--- config.mk ---
export PLATFORM = sky130hd
export DESIGN_NAME = pt_walker
export DESIGN_NICKNAME = d
export VERILOG_FILES = /design/src/rtl/pw_pkg.sv /design/src/rtl/pw_index.sv /design/src/rtl/pw_decode.sv /design/src/rtl/pw_ctrl.sv /design/src/rtl/pt_walker.sv
export SDC_FILE = /design/constraint.sdc
export NUM_CORES = 1
export LEC_CHECK = 0
export ABC_AREA = 1
export ABC_CLOCK_PERIOD_IN_PS = 3810
export CORE_UTILIZATION = 43
export CTS_CLUSTER_DIAMETER = 200
export DETAILED_ROUTE_END_ITERATION = 10
export PLACE_DENSITY = 0.72
export SLEW_MARGIN = 10
export SYNTH_ARGS = -nofsm -noshare
export SYNTH_HDL_FRONTEND = slang
export SYNTH_SLANG_ARGS = --single-unit
--- constraint.sdc ---
create_clock -name clk -period 3.81 [get_ports clk]
set_input_delay 0.9525 -clock clk [delete_from_list [all_inputs] [get_ports clk]]
set_output_delay 0.9525 -clock clk [all_outputs]
set_load 0.01 [all_outputs]
--- src/rtl/pw_pkg.sv ---
package pw_pkg;
    localparam int PW_OFF_W = 12;
    localparam int PW_PTE_W = 64;
    localparam int PW_PTE_SH = 3;

    typedef enum logic [2:0] {
        WS_IDLE,
        WS_INDEX,
        WS_FETCH,
        WS_BUILD,
        WS_REPORT
    } walk_state_t;
endpackage

--- src/rtl/pw_index.sv ---
module pw_index #(
    parameter int VA_W   = 32,
    parameter int MEM_AW = 40
) (
    input  logic [MEM_AW-1:0]             base,
    input  logic [VA_W-1:0]               va,
    output logic [VA_W-pw_pkg::PW_OFF_W-1:0] vpn,
    output logic [MEM_AW-1:0]             pte_addr
);
    import pw_pkg::*;
    localparam int VPN_W = VA_W - PW_OFF_W;
    localparam int IDX_W = VPN_W + PW_PTE_SH;

    logic [IDX_W-1:0] byte_index;

    always_comb begin
        vpn        = va[VA_W-1:PW_OFF_W];
        byte_index = {vpn, {PW_PTE_SH{1'b0}}};
        pte_addr   = base + MEM_AW'(byte_index);
    end
endmodule

--- src/rtl/pw_decode.sv ---
module pw_decode #(
    parameter int PA_W = 40
) (
    input  logic [pw_pkg::PW_PTE_W-1:0]        pte,
    input  logic [pw_pkg::PW_OFF_W-1:0]        offset,
    output logic                               entry_ok,
    output logic [PA_W-pw_pkg::PW_OFF_W-1:0]   pfn,
    output logic [PA_W-1:0]                    pa
);
    import pw_pkg::*;
    localparam int PFN_W = PA_W - PW_OFF_W;

    logic unused_attr;

    always_comb begin
        entry_ok    = pte[0];
        pfn         = pte[PW_OFF_W +: PFN_W];
        pa          = {pfn, offset};
        unused_attr = ^{pte[PW_PTE_W-1:PW_OFF_W+PFN_W], pte[PW_OFF_W-1:1]};
    end
endmodule

--- src/rtl/pw_ctrl.sv ---
module pw_ctrl (
    input  logic clk,
    input  logic rst_n,
    input  logic req_valid,
    input  logic mem_rd_ack,
    input  logic entry_ok,
    output logic accept,
    output logic ld_addr,
    output logic ld_entry,
    output logic ld_result,
    output logic busy,
    output logic mem_rd_req,
    output logic done,
    output logic fault
);
    import pw_pkg::*;

    walk_state_t state, state_nx;

    always_ff @(posedge clk or negedge rst_n) begin
        if (!rst_n) state <= WS_IDLE;
        else        state <= state_nx;
    end

    always_comb begin
        state_nx = state;
        unique case (state)
            WS_IDLE:   if (req_valid)  state_nx = WS_INDEX;
            WS_INDEX:                  state_nx = WS_FETCH;
            WS_FETCH:  if (mem_rd_ack) state_nx = WS_BUILD;
            WS_BUILD:                  state_nx = WS_REPORT;
            WS_REPORT:                 state_nx = WS_IDLE;
            default:                   state_nx = WS_IDLE;
        endcase
    end

    always_comb begin
        accept     = 1'b0;
        ld_addr    = 1'b0;
        ld_entry   = 1'b0;
        ld_result  = 1'b0;
        busy       = 1'b1;
        mem_rd_req = 1'b0;
        done       = 1'b0;
        fault      = 1'b0;
        unique case (state)
            WS_IDLE: begin
                busy   = 1'b0;
                accept = req_valid;
            end
            WS_INDEX:  ld_addr = 1'b1;
            WS_FETCH: begin
                mem_rd_req = 1'b1;
                ld_entry   = mem_rd_ack;
            end
            WS_BUILD:  ld_result = 1'b1;
            WS_REPORT: begin
                done  = entry_ok;
                fault = !entry_ok;
            end
            default:   busy = 1'b0;
        endcase
    end


    accept_busy_chk: assert property (@(posedge clk) disable iff (!rst_n)
        accept |=> busy);


    release_busy_chk: assert property (@(posedge clk) disable iff (!rst_n)
        (done || fault) |=> !busy);


    done_fault_excl_chk: assert property (@(posedge clk) disable iff (!rst_n)
        !(done && fault));


    rd_hold_chk: assert property (@(posedge clk) disable iff (!rst_n)
        (mem_rd_req && !mem_rd_ack) |=> mem_rd_req);


    one_read_chk: assert property (@(posedge clk) disable iff (!rst_n)
        (mem_rd_req && mem_rd_ack) |=> !mem_rd_req);
endmodule

--- src/rtl/pt_walker.sv ---
module pt_walker #(
    parameter int VA_W   = 32,
    parameter int PA_W   = 40,
    parameter int MEM_AW = 40
) (
    input  logic                    clk,
    input  logic                    rst_n,
    input  logic                    base_wr_en,
    input  logic [MEM_AW-1:0]       base_wr_data,
    input  logic                    req_valid,
    input  logic [VA_W-1:0]         req_va,
    output logic                    busy,
    output logic                    mem_rd_req,
    output logic [MEM_AW-1:0]       mem_rd_addr,
    input  logic                    mem_rd_ack,
    input  logic [63:0]             mem_rd_data,
    output logic                    done,
    output logic                    fault,
    output logic [PA_W-1:0]         pa_out,
    output logic                    fill_valid,
    output logic [VA_W-13:0]        fill_vpn,
    output logic [PA_W-13:0]        fill_pfn
);
    import pw_pkg::*;
    localparam int VPN_W = VA_W - PW_OFF_W;
    localparam int PFN_W = PA_W - PW_OFF_W;

    logic                accept, ld_addr, ld_entry, ld_result;
    logic [MEM_AW-1:0]   base_q, pte_addr_d, pte_addr_q;
    logic [VA_W-1:0]     va_q;
    logic [VPN_W-1:0]    vpn_d;
    logic [PW_PTE_W-1:0] pte_q;
    logic                ok_d, ok_q;
    logic [PFN_W-1:0]    pfn_d, pfn_q;
    logic [PA_W-1:0]     pa_d, pa_q;

    pw_ctrl u_ctrl (
        .clk        (clk),
        .rst_n      (rst_n),
        .req_valid  (req_valid),
        .mem_rd_ack (mem_rd_ack),
        .entry_ok   (ok_q),
        .accept     (accept),
        .ld_addr    (ld_addr),
        .ld_entry   (ld_entry),
        .ld_result  (ld_result),
        .busy       (busy),
        .mem_rd_req (mem_rd_req),
        .done       (done),
        .fault      (fault)
    );

    pw_index #(.VA_W(VA_W), .MEM_AW(MEM_AW)) u_index (
        .base     (base_q),
        .va       (va_q),
        .vpn      (vpn_d),
        .pte_addr (pte_addr_d)
    );

    pw_decode #(.PA_W(PA_W)) u_decode (
        .pte      (pte_q),
        .offset   (va_q[PW_OFF_W-1:0]),
        .entry_ok (ok_d),
        .pfn      (pfn_d),
        .pa       (pa_d)
    );

    always_ff @(posedge clk or negedge rst_n) begin
        if (!rst_n) begin
            base_q     <= '0;
            va_q       <= '0;
            pte_addr_q <= '0;
            pte_q      <= '0;
            ok_q       <= 1'b0;
            pfn_q      <= '0;
            pa_q       <= '0;
        end else begin
            if (base_wr_en && !busy) base_q <= base_wr_data;
            if (accept)    va_q       <= req_va;
            if (ld_addr)   pte_addr_q <= pte_addr_d;
            if (ld_entry)  pte_q      <= mem_rd_data;
            if (ld_result) begin
                ok_q  <= ok_d;
                pfn_q <= pfn_d;
                pa_q  <= pa_d;
            end
        end
    end

    always_comb begin
        mem_rd_addr = pte_addr_q;
        pa_out      = pa_q;
        fill_valid  = done;
        fill_vpn    = vpn_d;
        fill_pfn    = pfn_q;
    end


    base_frozen_chk: assert property (@(posedge clk) disable iff (!rst_n)
        busy |=> $stable(base_q));


    rd_addr_stable_chk: assert property (@(posedge clk) disable iff (!rst_n)
        (mem_rd_req && !mem_rd_ack) |=> $stable(mem_rd_addr));


    va_frozen_chk: assert property (@(posedge clk) disable iff (!rst_n)
        busy |=> $stable(va_q));
endmodule

======== After elaboration in Yosys (flattened, before gate mapping) ========
Cells that the tools add are included.
operators by class
  add/sub/neg operators ................... 1
  equal/unequal tests ..................... 6
  multiplexer cells ....................... 11
  reduce and logical (&&, ||, !) cells .... 6
operators by type and width
  kind                number
  $add 40x23->40      1
  $pmux 3 s4          1
  $mux 1              8
  $eq 3x2->1 const B  2
  $mux 3              2
  $ne 2x2->1 const B  2
  $reduce_or 4->1     1
  $eq 3x1->1 const B  1
  $eq 3x3->1 const B  1
  $logic_not 3->1     1
  $logic_not 1->1     2
  $reduce_and 2->1    1
  $logic_and 1x1->1   1
word-level totals
  register bits after elaboration ......... 224

======== Longest topological paths before layout ========
  depth after elaboration ................. 5
  gate-level depth with buffers ........... 14

======== Modules after synthesis ========
Synthesis repeated with hierarchy kept, for this count alone.
second synthesis, totals
  cell total of the unflattened synthesis .. 1568
  area total of the unflattened synthesis .. 12662.1 sq um
by module, submodules not included
  module     instances  cells each  area each (sq um)  seq. area each (sq um)
  pt_walker  1          1041        9686.8             6130.9
  pw_index   1          433         2279.7             0.0
  pw_decode  1          69          518.0              0.0
  pw_ctrl    1          25          177.7              75.1

======== Worst setup path after synthesis ========
No wires, ideal clock.
  kind .................................... reg-to-reg
  start point ............................. register va_q[12]
  end point ............................... register pte_addr_q[39], in the netlist mem_rd_addr[39]
  library setup time ...................... 118 ps
  data arrival time ....................... 1942 ps
  data required time ...................... 3692 ps
  slack ................................... 1750 ps
  cell stages (with the launch flop) ...... 15
  path buffers ............................ 0
  cell sequence ........................... dfrtp_1 -> ha_1 -> fa_1 -> nand3_1 -> nand3_1 -> nand2_1 -> nand2_1 -> nand2_1 -> nand2_1 -> nand2_1 -> nand2_1 -> nand2_1 -> nand2_1 -> nand3_1 -> nand2_1
on the way
  longest elaborated chain between the ends .. 1
ends and longest elaborated chain
  element                 RTL line         RTL
  start, declared         pt_walker.sv:30  logic [VA_W-1:0] va_q;
  start signal, assigned  pt_walker.sv:79  if (accept) va_q <= req_va;
  $add 40x23->40          pw_index.sv:19   pte_addr = base + MEM_AW'(byte_index);
  end signal, assigned    pt_walker.sv:80  if (ld_addr) pte_addr_q <= pte_addr_d;
  end, declared           pt_walker.sv:29  logic [MEM_AW-1:0] base_q, pte_addr_d, pte_addr_q;
Every way passes these cells.
A chain may end at the register's enable or synchronous reset.

======== Worst setup path after layout ========
  start point ............................. register u_ctrl.state[2]
  end point ............................... output busy
on the way
  longest elaborated chain between the ends .. 3
  elaborated cells on any way between the ends .. 6
  classes of those cells .................. 4 x eq/ne; 1 x mux; 1 x reduce/logical
ends and longest elaborated chain
  element                             RTL line         RTL
  start, declared                     pw_ctrl.sv:18    walk_state_t state, state_nx;
  start signal, assigned              pw_ctrl.sv:22    else state <= state_nx;
  $eq 3x3->1 (tied with other cells)  pw_ctrl.sv:46    unique case (state)
  $reduce_or 4->1 (no source line) *  --
  $mux 1 *                            pw_ctrl.sv:46
  end, declared                       pt_walker.sv:12  output logic busy,
Mark *: on every way between the ends. The rest lies on a longest branch, timed or not.

==> metrics.csv <==
stage,metric,value,unit
sta,Max Slew Vio Count,0,
finish,Total Nets Final,1395,
yosys,#FFs+latches synth,185,
sta,Period minus WS final,3.11,ns
clock_network,Post-CTS Setup Inserts,0,
detailed_routing,top layer in use,met4,
placement,post-DP HPWL,17.2,mm
floorplan,die area,0.0212,mm^2
critical_path,CP Depth,5,
finish,fin util,59.1,%
yosys,leading area contributor after synthesis,dfrtp_1,
pwr,Switching Share,41.6,%
critical_path,R2R depth,9,
grt,vias in the first global route,7306,
yosys,Synth Area in Compound Gates,8.38,%
yosys,Synth top area share,52.1,%
clock_network,H-tree depth,4,
floorplan,io pins,274,
floorplan,Starting Density,43.9,%
critical_path,highest cell delay on the worst timing path,0.57,ns
pwr,pwr dens,971,mW/mm^2
yosys,Syn Area/Cell,8.65,um^2
clock_network,number of buffers created by CTS,17,
yosys,XOR/XNOR share of the synthesized area,1.58,%
sta,max_slew headroom,38.7,%
critical_path,worst reg2reg path endpoint,base_q[38]$_DFFE_PN0P_,
grt,Tot GR Track Use,22.7,%
critical_path,Worst setup EP type,output pin,
critical_path,Top Family by Delay on Critical Path,buffers and inverters,
sta,Final Setup Violations,0,
finish,layout cells sized above 1,8.19,%
sta,pin slew with the least headroom to its limit,0.917,ns
yosys,top_reg_cell synth,dfrtp_1,
clock_network,CTS max path bufs,2,
sta,Hold Fails Final Rpt,0,
critical_path,Critical-path top delay cell,clkdlybuf4s50_1,
clock_network,CTS Root Cell,clkbuf_16,
critical_path,CP Class,reg2out,
sta,RSZ-0062 raised after global routing,no,
yosys,Synth area leaders,"dfrtp_1, nand2_1, mux2_2",
critical_path,WP data arrival,2.16,ns
detailed_routing,met3 WL,1.31,mm
yosys,Syn Std Cell Area,0.00889,mm^2
detailed_routing,detailed router's first-iteration violation count,389,
critical_path,CP bufs+invs,3,
sta,Worst Skew,0.00971,ns
sta,Max Freq,322,MHz
finish,P&R area growth vs syn,34.6,%
critical_path,"reg-to-reg slack, setup",1.21,ns
yosys,sequential share of the synthesized area,52.1,%
critical_path,crit path from,u_ctrl.state[2]$_DFFE_PN0P_,
grt,largest net degree at the start of global routing,90,
clock_network,Hold Buf Count CTS,0,
critical_path,WP data required,2.86,ns
sta,TNS Setup,0,ns
hold_path,Hold Crit Class,reg2reg,
yosys,top post-synthesis cells by count,"nand2_1, dfrtp_1, inv_1, nor2_1, a21oi_1",
detailed_routing,post-DR vias/cell,4.88,
yosys,"EDFF count, synth",0,
yosys,Synth Net Count,1189,
critical_path,"critical path, cell by cell",nor3_2 > buf_4 > inv_2 > nand4_2 > clkdlybuf4s50_1,
detailed_routing,wl on met1,10.5,mm
pwr,Logic pwr share,53.3,%
floorplan,Core Footprint,0.0202,mm^2
floorplan,# rows,52,
hold_path,hold path cells,2,
clock_network,CTS sink cnt,185,
critical_path,maximum fanout along the worst path,25,
pwr,sequential power share,30.6,%
pwr,clock power share,16.2,%
outcome,status,completed,
detailed_routing,DRT antenna net count,0,
finish,number of diodes,0,
grt,first-pass GRT wire length,37.9,mm
detailed_routing,met2 wire length,10.8,mm
hold_path,worst hold start,base_q[0]$_DFFE_PN0P_,
detailed_routing,DR WL/cell,15.3,um
yosys,main combinational cell family by area after synthesis,simple AND/OR/NAND/NOR gates,
detailed_routing,via count,7404,
detailed_routing,WL final,23.2,mm
yosys,"count leader, synth",nand2_1,
yosys,Ys Warns,0,
hold_path,Worst Hold Path EP,mem_rd_addr[0]$_DFFE_PN0P_,
pwr,P_int,6.78,mW
job,Max Cap Violations,0,
yosys,fraction of registers with async set or reset after synthesis,100,%
pwr,Net Switching,4.83,mW
floorplan,die width,146,um
yosys,mux contribution to synthesized area,5.58,%
critical_path,type of origin of the critical path,register,
yosys,Synth Area in Simple Gates,20.1,%
yosys,Yosys cell types,29,
detailed_routing,Initial DRT Pass Iterations,5,
detailed_routing,DRC errors left,0,
placement,I/O Buffers,238,
clock_network,CTS tree,done,
pwr,Max IR drop VDD,411,uV
critical_path,R2R Path Start,u_ctrl.state[2]$_DFFE_PN0P_,
grt,initial antenna violation count,0,
clock_network,Worst-path clk slew,0.07,ns
clock_network,Worst-Skew Late Latency,0.43,ns
yosys,Adder-Cell Fraction of Synth Area,3.04,%
grt,Congestion Overflow GR,0,
floorplan,chip height,146,um
placement,Placer Congestion,0.863,
clock_network,number of gates resized after cts,0,
sta,part of the cycle the worst path needs,81.6,%
yosys,cells after synthesis,1027,
pwr,Static Leak,5.74,nW
worst min-delay path: stages, from the launching register on:
cell and delay (ns):
dfrtp_1 0.34, nand2_1 0.05, nand2_1 0.05
final cells by class:
type	count	area [um^2]
Clock buffer	17	425
Tap cell	270	338
Multi-Input combinational cell	661	3440
Sequential cell	185	4630
Fill cell	1769	8270
Timing Repair Buffer	248	2470
Clock inverter	15	203
Inverter	120	450
power groups by stage:
stage          clock [mW]  combinational (mW)  sequential, mW
6_report             1.88                6.18            3.55
5_1_grt              1.99                6.86            3.68
4_1_cts              1.92                6.22            3.56
3_5_place_dp            0                6.17            3.58
3_3_place_gp            0                6.07            3.56
2_1_floorplan           0                3.68            3.69
layer usage:
layer / track usage, % / vias to the layer above
met2: 36.4 / 241
met3: 4.61 / 37
met1: 30.6 / 3457
li1: - / 3669
met5: 0 / -
met4: 8.11 / 0
kinds of logic (layout without fill, tap and decap cells):
family | count (synthesis) | count (layout)
flip-flops | 185 | 185
AND/OR/NAND/NOR | 436 | 436
buffers and inverters | 181 | 400
adder cells (fa/ha/maj) | 21 | 21
multiplexers | 44 | 44
XOR/XNOR | 16 | 16
AO/OA/AOI/OAI | 144 | 144
stage by stage:
stage,power [mW],setup WS (ns),hold WS [ns],cells,area [um^2]
after detailed placement,9.76,1.02,0.459,1484,11300
after global routing,12.5,0.619,0.485,1516,12000
after floorplan,7.38,1.75,0.443,1027,8890
after global placement,9.63,1.08,0.454,1484,11300
final,11.6,0.702,0.476,1516,12000
after CTS,11.7,0.658,0.480,1516,12000
sequential cells by signal (all words and copies together) (netlist names):
name / cells
ok_q: 1
pa_out: 12
va_q: 32
mem_rd_addr: 40
fill_pfn: 28
u_ctrl.state: 3
pte_q: 29
base_q: 40
worst max path at each step:
stage	to
2_1_floorplan	mem_rd_addr[39]$_DFFE_PN0P_
3_3_place_gp	base_q[25]$_DFFE_PN0P_
3_5_place_dp	base_q[23]$_DFFE_PN0P_
4_1_cts	busy
5_1_grt	busy
6_report	busy
cells in the final DEF (no fill, tap or decap), drive strengths merged:
cell / count
nand2: 256
clkdlybuf4s50: 237
dfrtp: 185
inv: 128
nor2: 93
a21oi: 75
o21ai: 64
nand3: 55
mux2: 44
ha: 20
clkbuf: 18
nor3: 16
xnor2: 15
nand4: 11
buf: 10
clkinv: 4
or2: 3
o21bai: 2
o21a: 2
nor4: 2
bufinv: 2
a21o: 1
xor2: 1
fa: 1
clkinvlp: 1
Power figures use the tool's default switching activity.
